--- src/rtl/rxc_pkg.sv ---
package rxc_pkg;
  typedef enum logic [1:0] {
    CK_EXACT = 2'd0,
    CK_RANGE = 2'd1,
    CK_PAIR  = 2'd2
  } cmp_kind_e;
endpackage

--- src/rtl/rxc_matcher.sv ---
module rxc_matcher #(
  parameter int CHAR_W = 16,
  parameter int MIN_W  = 8,
  parameter int LEN_W  = 5
) (
  input  logic [CHAR_W-1:0] rx_char,
  input  logic [CHAR_W-1:0] cmp_a,
  input  logic [CHAR_W-1:0] cmp_b,
  input  logic [LEN_W-1:0]  char_len,
  output logic [CHAR_W-1:0] char_masked,
  output logic              hit_raw
);
  import rxc_pkg::*;

  function automatic int clamp_len(input logic [LEN_W-1:0] len);
    int l;
    l = int'(len);
    if (l < MIN_W) l = MIN_W;
    if (l > CHAR_W) l = CHAR_W;
    return l;
  endfunction

  function automatic logic [CHAR_W-1:0] width_mask(input int w);
    logic [CHAR_W-1:0] m;
    for (int i = 0; i < CHAR_W; i++) m[i] = (i < w);
    return m;
  endfunction

  function automatic cmp_kind_e kind_of(input logic [CHAR_W-1:0] a,
                                        input logic [CHAR_W-1:0] b);
    if (a == b) return CK_EXACT;
    else if (a < b) return CK_RANGE;
    else return CK_PAIR;
  endfunction

  function automatic logic hit_of(input cmp_kind_e k,
                                  input logic [CHAR_W-1:0] c,
                                  input logic [CHAR_W-1:0] a,
                                  input logic [CHAR_W-1:0] b);
    case (k)
      CK_EXACT: return c == a;
      CK_RANGE: return (c >= a) && (c <= b);
      default:  return (c == a) || (c == b);
    endcase
  endfunction

  logic [CHAR_W-1:0] mask;
  logic [CHAR_W-1:0] a_m;
  logic [CHAR_W-1:0] b_m;
  cmp_kind_e         kind;

  always_comb begin
    mask        = width_mask(clamp_len(char_len));
    char_masked = rx_char & mask;
    a_m         = cmp_a & mask;
    b_m         = cmp_b & mask;
    kind        = kind_of(a_m, b_m);
    hit_raw     = hit_of(kind, char_masked, a_m, b_m);
  end
endmodule

--- src/rtl/rxc_gate.sv ---
module rxc_gate (
  input  logic clk,
  input  logic rst_n,
  input  logic client_en,
  input  logic gate_mode,
  input  logic rx_valid,
  input  logic hit,
  input  logic req_clr,
  output logic load,
  output logic gate_open
);
  logic gated;

  assign gated = client_en & gate_mode;
  assign load  = rx_valid & (~gated | gate_open | hit);

  always_ff @(posedge clk or negedge rst_n) begin
    if (!rst_n) gate_open <= 1'b0;
    else        gate_open <= (gate_open & ~req_clr) | (hit & gate_mode);
  end
endmodule

--- src/rtl/rxc_status.sv ---
module rxc_status #(
  parameter int CHAR_W = 16
) (
  input  logic              clk,
  input  logic              rst_n,
  input  logic              load,
  input  logic              hit,
  input  logic [CHAR_W-1:0] char_masked,
  input  logic              status_rd,
  input  logic              rdr_rd,
  output logic [CHAR_W-1:0] rdr_data,
  output logic              rdr_full,
  output logic              cmp_flag,
  output logic              match_pulse
);
  always_ff @(posedge clk or negedge rst_n) begin
    if (!rst_n) begin
      rdr_data    <= '0;
      rdr_full    <= 1'b0;
      cmp_flag    <= 1'b0;
      match_pulse <= 1'b0;
    end else begin
      if (load) rdr_data <= char_masked;
      rdr_full    <= load | (rdr_full & ~rdr_rd);
      cmp_flag    <= hit | (cmp_flag & ~status_rd);
      match_pulse <= hit;
    end
  end
endmodule

--- src/rtl/rx_cmp_filter.sv ---
module rx_cmp_filter #(
  parameter int CHAR_W = 16,
  parameter int MIN_W  = 8,
  parameter int LEN_W  = $clog2(CHAR_W + 1)
) (
  input  logic              clk,
  input  logic              rst_n,
  input  logic              rx_valid,
  input  logic [CHAR_W-1:0] rx_char,
  input  logic [CHAR_W-1:0] cmp_a,
  input  logic [CHAR_W-1:0] cmp_b,
  input  logic [LEN_W-1:0]  char_len,
  input  logic              gate_mode,
  input  logic              client_en,
  input  logic              status_rd,
  input  logic              req_clr,
  input  logic              rdr_rd,
  output logic [CHAR_W-1:0] rdr_data,
  output logic              rdr_full,
  output logic              cmp_flag,
  output logic              match_pulse
);
  logic [CHAR_W-1:0] char_masked;
  logic              hit_raw;
  logic              hit;
  logic              load;
  logic              gate_open;

  rxc_matcher #(.CHAR_W(CHAR_W), .MIN_W(MIN_W), .LEN_W(LEN_W)) u_match (
    .rx_char    (rx_char),
    .cmp_a      (cmp_a),
    .cmp_b      (cmp_b),
    .char_len   (char_len),
    .char_masked(char_masked),
    .hit_raw    (hit_raw)
  );

  assign hit = rx_valid & client_en & hit_raw;

  rxc_gate u_gate (
    .clk      (clk),
    .rst_n    (rst_n),
    .client_en(client_en),
    .gate_mode(gate_mode),
    .rx_valid (rx_valid),
    .hit      (hit),
    .req_clr  (req_clr),
    .load     (load),
    .gate_open(gate_open)
  );

  rxc_status #(.CHAR_W(CHAR_W)) u_stat (
    .clk        (clk),
    .rst_n      (rst_n),
    .load       (load),
    .hit        (hit),
    .char_masked(char_masked),
    .status_rd  (status_rd),
    .rdr_rd     (rdr_rd),
    .rdr_data   (rdr_data),
    .rdr_full   (rdr_full),
    .cmp_flag   (cmp_flag),
    .match_pulse(match_pulse)
  );
endmodule

--- config.mk ---
export PLATFORM = sky130hd
export DESIGN_NAME = rx_cmp_filter
export DESIGN_NICKNAME = d
export VERILOG_FILES = /design/src/rtl/rxc_pkg.sv /design/src/rtl/rxc_matcher.sv /design/src/rtl/rxc_gate.sv /design/src/rtl/rxc_status.sv /design/src/rtl/rx_cmp_filter.sv
export SDC_FILE = /design/constraint.sdc
export NUM_CORES = 1
export LEC_CHECK = 0
export ABC_AREA = 1
export BUFFER_PORTS_ARGS = -buffer_cell sky130_fd_sc_hd__buf_2
export CAP_MARGIN = 0
export CELL_PAD_IN_SITES_DETAIL_PLACEMENT = 1
export CELL_PAD_IN_SITES_GLOBAL_PLACEMENT = 1
export CORE_UTILIZATION = 38
export CTS_CLUSTER_SIZE = 20
export DETAILED_ROUTE_END_ITERATION = 12
export GPL_TIMING_DRIVEN = 0
export PLACE_DENSITY_LB_ADDON = 0.25
export REMOVE_ABC_BUFFERS = 1
export SETUP_SLACK_MARGIN = 0.5
export SYNTH_ARGS = -nofsm -noshare
export SYNTH_HDL_FRONTEND = slang
export SYNTH_SLANG_ARGS = --single-unit
--- constraint.sdc ---
create_clock -name clk -period 1.9 [get_ports clk]
set_clock_uncertainty 0.2 [all_clocks]
set_input_delay 0 -clock clk [delete_from_list [all_inputs] [get_ports clk]]
set_output_delay 0 -clock clk [all_outputs]
set_load 0.01 [all_outputs]
==> summary.md, run 1 <==
| Metric | Value |
|---|---|
| Clock tree buffer depth | `2` |
| Placed cell areas | `approximately 2800 um2` |
| Share of the synthesized area in the top cell type | `around a fifth` |
| Synth top area cells | `dfrtp_1 21%, ha_1 20%, nand2_1 13%` |
| Vias in the first global route | `between 3k and 4k` |
| Synth area leader | `dfrtp_1` |
| FMAX | `just over 400 MHz` |
| RSZ-0062 raised after global routing | `yes` |
| Worst EP required | `between 1.5 and 2 ns` |
| Ant diodes | `0` |
| Final setup fails | `20` |
| Initial antenna violation count | `0` |
| Clock Sinks | `20` |
| Rows | `28` |
| Drt first-iter violations | `between 100 and 150` |
| Initial Utilization | `approximately two fifths` |
| Hold bufs inserted after CTS | `17` |
| DIE HEIGHT | `just over 80 um` |
| CP max FO | `5` |
| Lkg Pwr | `just under 2 nW` |
| Routed Antenna Nets | `0` |
| Final worst path period share | `129%` |
| Worst vdd rail ir drop | `about 0.45 mV` |
| R2R cell count | `5` |
| Final min period | `2.46 ns` |
| Remaining global-route overflow | `0` |
| Fin. max-slew vios | `0` |
| Fin util | `a little under three fifths` |
| Worst hold endpoint | `u_stat.rdr_data[9]` |
| Post-synthesis mux area share | `0%` |
| Hold_sp | `rx_char[9]` |
| CTS tree | `yes` |
| Register area share after synthesis | `a little over a fifth` |
| PwrDens | `around 510 nW/um2` |
| Hold Slack | `-0.0444 ns` |
| #FFs+latches synth | `20` |
| Synth Area in Compound Gates | `under 10%` |
| Reg2reg end | `u_stat.rdr_data[5]` |
| Routed WL | `9820 um` |
| Die ar. | `about 6600 um2` |
| Synth Instances | `361` |
| FFs w/ async S/R, synth | `100%` |
| Ys Warns | `0` |
| Slew @ Worst Pin | `around 0.62 ns` |
| First-pass GRT wire length | `roughly 14000 um` |
| Largest net degree at the start of global routing | `21` |
| Core Region | `6030 um2` |
| Total GRT Usage | `28.4%` |
| Io pins | `80` |
| CP startpoint kind | `primary input` |
| Hold depth | `5` |
| Simple-gate share of the synthesized area | `a little over a third` |
| Crit path kind | `primary input to flip-flop` |
| WP data arrival | `2.46 ns` |
| Dpl hpwl | `5970 um` |
| Post-synth EDFFs | `0` |
| Post-synth cell types | `33` |
| Syn Area/Cell | `approximately 6.7 um2` |
| R2R setup slack | `around 0.16 ns` |
| Depth of the CTS H-tree | `1` |
| Main combinational cell family by area after synthesis | `simple AND/OR/NAND/NOR gates` |
| Final Cell Area | `about 3500 um2` |
| Type of element capturing the critical path | `flip-flop` |
| Cell Area, Synth | `about 2400 um2` |
| Detailed-route DRC error count | `0` |
| Pre-CTS setup slack | `-1.10 ns` |
| Share of layout cells above drive strength 1 | `a little under two fifths` |
| Area growth, synth to finish | `44.4%` |
| Clock Tree Root | `clkbuf_8` |
| Status | `complete, but fails checks` |
| CTS Buf Count | `3` |
| Relative slew slack | `approximately 59%` |
| Vias per Instance | `between 5 and 6` |
| Final Hold Viols | `2` |
| Maxcap violations | `0` |
| GP Congestion | `0.823` |
| Worst skew pair latency | `0.27 ns` |
| Wirelength per Cell | `18.3 um` |
| Final WS setup | `-0.558 ns` |
| First-pass DRT Iterations | `4` |
| Failing checks | `negative hold slack, negative setup slack` |
| Reg2Reg Launch Point | `u_gate.gate_open` |
| Commonest register cell after synthesis | `dfrtp_1` |
| DIE WIDTH | `a little over 80 um` |
| Vias | `about 2.9k` |
| Synth Area in XOR/XNOR | `0.364%` |
| Post-Synth Adder-Cell Area | `between 20% and 30%` |
| Port Buffers | `79` |
| Clock transition at path regs | `about 0.080 ns` |
| Hold Crit Class | `primary input to flip-flop` |
| Post-Route Setup TNS | `-9.75 ns` |
| Final Net Count | `between 500 and 600` |
-- layer usage --
layer / vias up / share of wire [%] / GRT usage (%)
met5: - / 0 / 0
met3: 36 / 4.1 / 4.44
met2: 90 / 51 / 53.6
li1: 1372 / - / -
met1: 1366 / 41 / 31.5
met4: 0 / 4.0 / 10.9
-- layout by cell type (no fill, tap or decap), types with 2 or more instances in the layout --
cell	instances
a21boi_1	2
a21oi_1	15
a21oi_2	2
buf_12	2
buf_2	76
buf_4	11
buf_6	4
buf_8	2
clkbuf_8	4
dfrtp_1	20
dlygate4sd3_1	17
ha_1	37
ha_4	2
inv_1	49
inv_2	6
inv_4	2
nand2_1	69
nand2_2	23
nand2_4	9
nand2_8	3
nand3_1	29
nand3_2	5
nand3_4	2
nand4_1	10
nor2_1	24
nor2_2	5
nor2_4	3
nor3_1	2
nor4_1	2
o21ai_0	5
o21ai_1	3
o21ai_2	4
o21bai_1	3
-- critical path, cell delays in order --
cell and delay, ns:
buf_8 0.11, a21oi_4 0.18, inv_4 0.08, nor2_4 0.15
buf_4 0.13, nor2_1 0.07, ha_1 0.33, nand2_1 0.10
nor2_2 0.19, nand3_1 0.12, nand2_1 0.13, nand2_1 0.08
nor2_2 0.16, nand2_4 0.11, buf_6 0.13, nand2_4 0.07
buf_6 0.10, nand3_1 0.08, nand2_1 0.13
-- area by class of cell --
class / instances / area, um2
Inverter: 58 / 228
Timing Repair Buffer: 112 / 748
Clock buffer: 4 / 55.1
Multi-Input combinational cell: 268 / 1850
Fill cell: 806 / 2550
Tap cell: 75 / 93.8
Sequential cell: 20 / 500
-- synth_stat cells (2+ instances only) --
master / number
nor2_1: 29
nor4_1: 2
o21bai_1: 3
nor3_1: 3
nor2_2: 2
ha_1: 39
a21oi_1: 17
nand3_2: 4
nand4_1: 10
inv_1: 57
nand2_2: 14
dfrtp_1: 20
nand2_1: 85
a21boi_0: 2
nand3_1: 32
clkbuf_1: 15
o21ai_0: 11
-- how the worst max path moves through the flow --
| stage | from | to | slack (ns) | cells after the start |
|---|---|---|---|---|
| 3_5_place_dp | char_len[3] | u_stat.rdr_data[8] | -1.10 | 20 |
| 2_1_floorplan | char_len[3] | u_stat.rdr_data[8] | -0.42 | 20 |
| 4_1_cts | char_len[3] | u_stat.rdr_data[11] | -0.32 | 21 |
| 5_1_grt | char_len[3] | u_stat.rdr_data[6] | -0.68 | 18 |
| 3_3_place_gp | char_len[3] | u_stat.rdr_data[4] | -0.96 | 20 |
| 6_report | char_len[3] | u_stat.rdr_data[0] | -0.56 | 19 |
-- metrics by stage --
step | hold WS [ns] | total power (W) | cells
6_report | -0.0444 | 0.00176 | 537
5_1_grt | -0.0317 | 0.00187 | 537
4_1_cts | -0.0933 | 0.00163 | 533
3_5_place_dp | -0.225 | 0.00117 | 497
3_3_place_gp | -0.229 | 0.00114 | 497
2_1_floorplan | -0.496 | 0.000911 | 343
-- cells by family after synthesis --
logic type,after synthesis
buf+inv,76
flops,20
compound gates,39
fa+ha+maj,39
simple gates,186
xor+xnor,1
-- timing repair --
action,4_1_cts,5_1_grt
setup buffers,12,4
pin swaps,33,24
endpoints found under the hold margin,37,2
cloned,3,0
endpoints found under the setup margin,20,20
resized for setup,51,29
-- state kept, by name, indices dropped and copies added (netlist names) --
signal              count
u_stat.rdr_data        16
u_stat.match_pulse      1
u_gate.gate_open        1
u_stat.cmp_flag         1
u_stat.rdr_full         1
-- report_power, final --
part | total, W | switching (W) | leakage (nW) | internal (W)
Sequential | 0.000515 | 0.0000370 | 0.253 | 0.000478
Clock | 0.000340 | 0.000156 | 0.0288 | 0.000185
Combinational | 0.000908 | 0.000534 | 1.69 | 0.000374
Note: power is estimated with default switching activity, not from simulation.
==> run 2: changes to the inputs <==
--- a/config.mk
+++ b/config.mk
@@ -10,6 +10,7 @@
 export CAP_MARGIN = 0
 export CELL_PAD_IN_SITES_DETAIL_PLACEMENT = 1
 export CELL_PAD_IN_SITES_GLOBAL_PLACEMENT = 1
+export CORE_ASPECT_RATIO = 1.1
 export CORE_UTILIZATION = 38
 export CTS_CLUSTER_SIZE = 20
 export DETAILED_ROUTE_END_ITERATION = 12
==> summary.md, run 2 (same netlist as run 1, synthesis figures left out) <==
| Metric | Value |
|---|---|
| Final Cell Area | `3350 um2 (was 3470 um2)` |
| Most common cell after layout, fill and taps aside | `buf_2 (unchanged)` |
| Worst EP required | `1.91 ns (was 1.90 ns)` |
| CTS Buf Count | `3 (unchanged)` |
| Vias per Instance | `5.10 (was 5.33)` |
| Lkg Pwr | `1.91 nW (was 1.98 nW)` |
| Wirelength per Cell | `15.2 um (was 18.3 um)` |
| Hold Crit Class | `primary input to flip-flop (unchanged)` |
| Drt first-iter violations | `64 (was 102)` |
| Flip-flop count of the largest register after layout | `16 (unchanged)` |
| First-pass GRT wire length | `12800 um (was 14400 um)` |
| Type of element capturing the critical path | `flip-flop (unchanged)` |
| Clock Sinks | `20 (unchanged)` |
| Critical-path top delay cell | `ha_1 (unchanged)` |
| Worst skew pair latency | `0.27 ns (about the same)` |
| Final WS setup | `-0.403 ns (was -0.558 ns)` |
| R2R setup slack | `0.19 ns (was 0.16 ns)` |
| Failing checks | `negative hold slack, negative setup slack (unchanged)` |
| Fin. max-slew vios | `0 (unchanged)` |
| Core Region | `6160 um2 (was 6030 um2)` |
| Die ar. | `6650 um2 (about the same)` |
| Area growth, synth to finish | `39.3% (was 44.4%)` |
| Final worst path period share | `121% (was 129%)` |
| Clock transition at path regs | `0.07 ns (was 0.08 ns)` |
| Status | `complete, but fails checks (unchanged)` |
| Top reg by flops | `u_stat.rdr_data (unchanged)` |
| Slew @ Worst Pin | `0.746 ns (was 0.622 ns)` |
| CTS tree | `yes (unchanged)` |
| Vias | `2723 (was 2864)` |
| Depth of the CTS H-tree | `1 (unchanged)` |
| Worst path cell trace | `buf_12 -> a21oi_4 -> inv_4 -> nor2_4 -> nand2_2 -> nand2_2 -> inv_2 -> ha_1 -> nand2_1 -> nor2_2 -> nand2_4 -> nor3_4 -> inv_1 -> nand2_2 -> nor2_2 -> nor2_2 -> nand2_4 -> buf_4 -> nand2_4 -> nand3_1 -> nand2_1 (was buf_8 -> a21oi_4 -> inv_4 -> nor2_4 -> buf_4 -> nor2_1 -> ha_1 -> nand2_1 -> nor2_2 -> nand3_1 -> nand2_1 -> nand2_1 -> nor2_2 -> nand2_4 -> buf_6 -> nand2_4 -> buf_6 -> nand3_1 -> nand2_1)` |
| Total GRT Usage | `24.4% (was 28.4%)` |
| Worst vdd rail ir drop | `0.534 mV (was 0.449 mV)` |
| Share of layout cells above drive strength 1 | `34.8% (was 37.0%)` |
| Worst stage delay on the critical path | `0.28 ns (was 0.33 ns)` |
| First-pass DRT Iterations | `4 (unchanged)` |
| Vias in the first global route | `2811 (was 3034)` |
| Final setup fails | `20 (unchanged)` |
| Clock tree buffer depth | `2 (unchanged)` |
| Initial antenna violation count | `0 (unchanged)` |
| RSZ-0062 raised after global routing | `yes (unchanged)` |
| Maxcap violations | `0 (unchanged)` |
| Commonest non-fill, non-tap cells in the layout | `77 x buf_2, 71 x nand2_1, 49 x inv_1 (was 76 x buf_2, 69 x nand2_1, 49 x inv_1)` |
| PwrDens | `496 nW/um2 (was 508 nW/um2)` |
| Fill cell count | `839 (was 806)` |
| Crit path kind | `primary input to flip-flop (unchanged)` |
| Routed Antenna Nets | `0 (unchanged)` |
| Final Hold Viols | `3 (was 2)` |
| Final min period | `2.30 ns (was 2.46 ns)` |
| Dpl hpwl | `5840 um (was 5970 um)` |
| Hold Slack | `-0.0892 ns (was -0.0444 ns)` |
| FMAX | `434 MHz (was 407 MHz)` |
| Total power | `0.00166 W (was 0.00176 W)` |
| Io pins | `80 (unchanged)` |
| Clock Tree Root | `clkbuf_8 (unchanged)` |
| DIE HEIGHT | `85.4 um (was 81.5 um)` |
| Relative slew slack | `50.1% (was 58.5%)` |
| Post-Route Setup TNS | `-6.89 ns (was -9.75 ns)` |
| DIE WIDTH | `77.8 um (was 81.5 um)` |
| Hold bufs inserted after CTS | `16 (was 17)` |
| Initial Utilization | `39.0% (was 39.9%)` |
| Ant diodes | `0 (unchanged)` |
| CP max FO | `5 (unchanged)` |
| Rows | `30 (was 28)` |
| GP Congestion | `0.862 (was 0.823)` |
| Pre-CTS setup slack | `-1.13 ns (was -1.10 ns)` |
| Remaining global-route overflow | `0 (unchanged)` |
| Routed WL | `8100 um (was 9820 um)` |
| CP bufs+invs | `5 (unchanged)` |
| Port Buffers | `79 (unchanged)` |
| Placed cell areas | `2810 um2 (was 2800 um2)` |
| Final Net Count | `555 (was 563)` |
| Largest net degree at the start of global routing | `21 (unchanged)` |
| Largest delay share family, worst path | `simple AND/OR/NAND/NOR gates (unchanged)` |
| Detailed-route DRC error count | `0 (unchanged)` |
| WP data arrival | `2.31 ns (was 2.46 ns)` |
| CP startpoint kind | `primary input (unchanged)` |
run 2: cell types whose count changed in the layout (fill, tap and decap cells not counted), moves of 2 or more:
cell,before,now
nand2_4,9,6
nor2_2,5,3
nor2_1,24,26
buf_6,4,0
nand2_1,69,71
buf_8,2,0
buf_4,11,9
o21ai_2,4,2
run 2: final cells by class:
cell class	instances	area, um2	area share (%)
Multi-Input combinational cell	268	1810	54.1
Timing Repair Buffer	104	653	19.5
Sequential cell	20	500	14.9
Inverter	58	228	6.80
Tap cell	80	100	2.99
Clock buffer	4	55.1	1.64
run 2: report_power, final:
part           total (W)  internal (W)  switching (W)
registers       0.000516      0.000478      0.0000376
logic           0.000808      0.000336       0.000472
clock network   0.000336      0.000185       0.000151
total            0.00166       0.00100       0.000660
run 2: final timing paths:
kind	cells after the start	endpoint	start
min in group asynchronous	2	u_gate.gate_open	rst_n
setup reg to reg	5	u_stat.rdr_data[12]	u_gate.gate_open
max in group asynchronous	2	u_stat.match_pulse	rst_n
setup / recovery	21	u_stat.rdr_data[1]	char_len[3]
hold reg to reg	2	u_stat.rdr_data[9]	u_stat.rdr_data[9]
hold / removal	5	u_stat.rdr_data[9]	rx_char[9]
run 2: per-stage QoR:
stage | cells | util (%)
after floorplan | 343 | -
after global placement | 502 | 45.6
after detailed placement | 502 | 45.6
after CTS | 530 | 52.4
after global routing | 534 | 54.4
final | 534 | 54.4
run 2: timing repair:
action	CTS	global route
endpoints found under the setup margin	20	20
resized for setup	38	29
gates cloned	3	0
pin swaps	19	20
buffers inserted	5	4
hold endpoints to repair	37	3
run 2: layer usage:
metal | vias to the layer above | GRT usage (%) | share of wire, %
met1 | 1310 | 27.7 | 41
met4 | 0 | 7.03 | 1.9
met2 | 57 | 48.2 | 55
met5 | - | 0 | 0
li1 | 1347 | - | -
met3 | 9 | 1.51 | 2.3
run 2: worst register-to-register path, delay by kind of cell (launching register included):
family,cells,cell delay [ns]
and+or+nand+nor,5,1.04
DFF,1,0.40
==> run 3: changes to the inputs <==
--- a/config.mk
+++ b/config.mk
@@ -5,13 +5,12 @@
 export SDC_FILE = /design/constraint.sdc
 export NUM_CORES = 1
 export LEC_CHECK = 0
-export ABC_AREA = 1
 export BUFFER_PORTS_ARGS = -buffer_cell sky130_fd_sc_hd__buf_2
 export CAP_MARGIN = 0
 export CELL_PAD_IN_SITES_DETAIL_PLACEMENT = 1
 export CELL_PAD_IN_SITES_GLOBAL_PLACEMENT = 1
 export CORE_ASPECT_RATIO = 1.1
-export CORE_UTILIZATION = 38
+export CORE_UTILIZATION = 41
 export CTS_CLUSTER_SIZE = 20
 export DETAILED_ROUTE_END_ITERATION = 12
 export GPL_TIMING_DRIVEN = 0
==> summary.md, run 3 <==
| Metric | Value |
|---|---|
| Rows | `30 (unchanged)` |
| Global route hottest layer | `met2 (unchanged)` |
| Share of layout cells above drive strength 1 | `49.2% (was 34.8%)` |
| Detailed-route DRC error count | `0 (unchanged)` |
| PwrDens | `617 nW/um2 (was 496 nW/um2)` |
| Clock share of power | `12.2% (was 20.3%)` |
| Routed WL | `17900 um (was 8100 um)` |
| Failing checks | `negative setup slack (was negative hold slack, negative setup slack)` |
| Reg2Reg Launch Point | `u_gate.gate_open (unchanged)` |
| Met3 layer usage reported by global route | `9.11% (was 1.51%)` |
| Total GRT Usage | `44.7% (was 24.4%)` |
| Clock Sinks | `20 (unchanged)` |
| Syn Area/Cell | `7.89 um2 (was 6.66 um2)` |
| Flip-flop count of the largest register after layout | `16 (unchanged)` |
| Ant diodes | `0 (unchanged)` |
| Worst hold endpoint | `u_stat.rdr_data[11] (was u_stat.rdr_data[9])` |
| Initial antenna violation count | `0 (unchanged)` |
| Final WS setup | `-0.815 ns (was -0.403 ns)` |
| Post-synth cell types | `53 (was 33)` |
| Most common cell after layout, fill and taps aside | `buf_2 (unchanged)` |
| Remaining global-route overflow | `0 (unchanged)` |
| Cell Area, Synth | `2700 um2 (was 2400 um2)` |
| Clock tree buffer depth | `2 (unchanged)` |
| Commonest non-fill, non-tap cells in the layout | `75 x buf_2, 30 x buf_4, 28 x ha_1 (was 77 x buf_2, 71 x nand2_1, 49 x inv_1)` |
| Grt met2 use | `78.8% (was 48.2%)` |
| CTS tree | `yes (unchanged)` |
| Synth top area cells | `dfrtp_1 19%, ha_1 18%, nand3_1 6.3% (was dfrtp_1 21%, ha_1 20%, nand2_1 13%)` |
| R2R cell count | `7 (was 5)` |
| CP startpoint kind | `primary input (unchanged)` |
| Vias per Instance | `7.59 (was 5.10)` |
| WP data arrival | `2.73 ns (was 2.31 ns)` |
| DIE WIDTH | `79.4 um (was 77.8 um)` |
| Fin. max-slew vios | `0 (unchanged)` |
| #FFs+latches synth | `20 (unchanged)` |
| Hold depth | `4 (was 5)` |
| R2R setup slack | `-0.62 ns (was 0.19 ns)` |
| First-pass DRT Iterations | `5 (was 4)` |
| Worst EP required | `1.92 ns (was 1.91 ns)` |
| Crit path kind | `primary input to flip-flop (unchanged)` |
| Status | `complete, but fails checks (unchanged)` |
| Commonest register cell after synthesis | `dfrtp_1 (unchanged)` |
| Register area | `500 um2 (unchanged)` |
| Power Internal | `0.00141 W (was 0.00100 W)` |
| GP Congestion | `0.861 (was 0.862)` |
| FFs w/ async S/R, synth | `100% (unchanged)` |
| Switch Pwr | `0.00133 W (was 0.000660 W)` |
| Final min period | `2.72 ns (was 2.30 ns)` |
| Post-synth EDFFs | `0 (unchanged)` |
| Maxcap violations | `0 (unchanged)` |
| Net Sw Frac | `48.5% (was 39.8%)` |
| Dpl hpwl | `6850 um (was 5840 um)` |
| Logic pwr share | `65.4% (was 48.7%)` |
| Synth top cells by count | `39 x ha_1, 34 x nand3_1, 31 x inv_1, 23 x clkbuf_1, 22 x nand2_1 (was 85 x nand2_1, 57 x inv_1, 39 x ha_1, 32 x nand3_1, 29 x nor2_1)` |
| Vias in the first global route | `4005 (was 2811)` |
| Clock Tree Root | `clkbuf_8 (unchanged)` |
| RSZ-0062 raised after global routing | `yes (unchanged)` |
| Synth area leader | `dfrtp_1 (unchanged)` |
| Final worst path period share | `143% (was 121%)` |
| Wirelength per Cell | `33.5 um (was 15.2 um)` |
| Type of element capturing the critical path | `flip-flop (unchanged)` |
| First-pass GRT wire length | `23000 um (was 12800 um)` |
| Io pins | `80 (unchanged)` |
| Largest delay share family, worst path | `simple AND/OR/NAND/NOR gates (unchanged)` |
| Worst path cell trace | `buf_12 -> o21ai_4 -> nand2b_4 -> nand2b_4 -> and2_4 -> ha_4 -> nand3_2 -> nor3b_2 -> nand4_1 -> buf_4 -> o22a_1 -> o21ai_4 -> buf_4 -> buf_6 -> a32oi_1 -> nand3_1 (was buf_12 -> a21oi_4 -> inv_4 -> nor2_4 -> nand2_2 -> nand2_2 -> inv_2 -> ha_1 -> nand2_1 -> nor2_2 -> nand2_4 -> nor3_4 -> inv_1 -> nand2_2 -> nor2_2 -> nor2_2 -> nand2_4 -> buf_4 -> nand2_4 -> nand3_1 -> nand2_1)` |
| Reg2reg end | `u_stat.rdr_data[13] (was u_stat.rdr_data[12])` |
| Met1 Resource Use GR | `48.9% (was 27.7%)` |
| CP bufs+invs | `4 (was 5)` |
| Worst vdd rail ir drop | `0.520 mV (was 0.534 mV)` |
| Multi-input logic area | `2570 um2 (was 1810 um2)` |
| Slew @ Worst Pin | `0.669 ns (was 0.746 ns)` |
| Lkg Pwr | `2.03 nW (was 1.91 nW)` |
| Drt first-iter violations | `481 (was 64)` |
| Largest net degree at the start of global routing | `28 (was 21)` |
| Vias | `4058 (was 2723)` |
| Core Region | `6270 um2 (was 6160 um2)` |
| Final Net Count | `557 (was 555)` |
| Fill cell count | `661 (was 839)` |
| Worst skew pair latency | `0.30 ns (was 0.27 ns)` |
| Worst stage delay on the critical path | `0.29 ns (was 0.28 ns)` |
| Post-Route Setup TNS | `-14.62 ns (was -6.89 ns)` |
| FMAX | `368 MHz (was 434 MHz)` |
| Fin util | `70.8% (was 54.4%)` |
| Total power | `0.00274 W (was 0.00166 W)` |
| DIE HEIGHT | `87.1 um (was 85.4 um)` |
| Clock transition at path regs | `0.08 ns (was 0.07 ns)` |
| Die ar. | `6910 um2 (was 6650 um2)` |
| CP max FO | `6 (was 5)` |
| Share of the synthesized area in the top cell type | `18.5% (was 20.8%)` |
| Register area share after synthesis | `18.5% (was 20.8%)` |
| Final Hold Viols | `0 (was 3)` |
| CTS Buf Count | `3 (unchanged)` |
| Initial Utilization | `43.1% (was 39.0%)` |
| Depth of the CTS H-tree | `1 (unchanged)` |
| Critical-path top delay cell | `ha_4 (was ha_1)` |
| Ys Warns | `0 (unchanged)` |
| Relative slew slack | `54.8% (was 50.1%)` |
| Hold Crit Class | `primary input to flip-flop (unchanged)` |
| Hold_sp | `rx_char[11] (was rx_char[9])` |
| Seq pwr share | `22.4% (was 31.1%)` |
| Top reg by flops | `u_stat.rdr_data (unchanged)` |
| Synth Instances | `342 (was 361)` |
| Routed Antenna Nets | `0 (unchanged)` |
| Port Buffers | `79 (unchanged)` |
| Top-count cell post-synth | `ha_1 (was nand2_1)` |
| Final setup fails | `20 (unchanged)` |
| Area growth, synth to finish | `64.3% (was 39.3%)` |
==> run 3: changes by cell type in the layout (fill, tap and decap cells not counted), sizes merged, moves of 9 or more <==
cell     before  now
nor2         32    6
a21oi        18    9
and2          0   13
nand2       104   22
o2111ai       0   17
a32oi         0   15
inv          58   31
buf          88  129
==> run 3: power by group through the flow <==
stage | registers (W) | clock network, W | logic, W
CTS | 0.000574 | 0.000289 | 0.00139
detailed placement | 0.000577 | 0 | 0.000890
global route | 0.000610 | 0.000338 | 0.00182
floorplan | 0.000603 | 0 | 0.000490
finish | 0.000614 | 0.000335 | 0.00179
global placement | 0.000572 | 0 | 0.000855
==> run 3: worst max-delay path by stage <==
stage	start	cells past startpoint	to
after detailed placement	char_len[2]	14	u_stat.rdr_data[15]
after CTS	char_len[1]	14	u_stat.rdr_data[15]
after floorplan	char_len[2]	13	u_stat.rdr_data[15]
final	char_len[1]	16	u_stat.rdr_data[14]
after global placement	char_len[2]	14	u_stat.rdr_data[11]
after global routing	char_len[1]	16	u_stat.rdr_data[11]
==> run 3: area by class of cell <==
type / instances / share of cell area, %
timing repair buffer: 144 / 24.9
sequential: 20 / 11.3
multi-input combinational: 257 / 58.1
tap: 80 / 2.26
clock buffer: 3 / 0.931
inverter: 31 / 2.62
==> run 3: timing repair <==
item | 4_1_cts | 5_1_grt
pin swaps | 39 | 26
gates resized for setup | 119 | 29
gates cloned | 5 | 0
hold buffers | 14 | 0
hold endpoints to repair | 32 | 0
endpoints found under the setup margin | 20 | 20
buffers inserted | 38 | 8
==> run 3: cells by family after synthesis <==
group                      share of synthesized area, %
xor gates and xnor gates                           2.60
and+or+nand+nor                                    22.4
DFF                                                18.5
AOI/OAI and AO/OA                                  28.0
buffers and inverters                              9.92
adders and majority gates                          18.5
==> run 3: worst min-delay path: stages <==
cell and delay (ns):
buf_2 0.08, and2_4 0.18, a32oi_1 0.11, nand3_1 0.10
==> run 3: layer usage <==
layer  vias to the layer above  part of all wire [%]
li1                       1544                     -
met2                       429                    45
met1                      1893                    34
met4                         0                    11
met3                       192                    11
met5                         -                     0
==> run 3: metrics by stage <==
step	std cells	worst slack, ns	hold WS [ns]	area, um2
2_1_floorplan	307	-1.09	-0.496	2550
3_3_place_gp	466	-1.92	-0.215	3040
3_5_place_dp	467	-1.96	-0.213	3060
4_1_cts	527	-0.534	0.0161	4180
5_1_grt	535	-0.897	0.0448	4440
6_report	535	-0.815	0.0202	4440
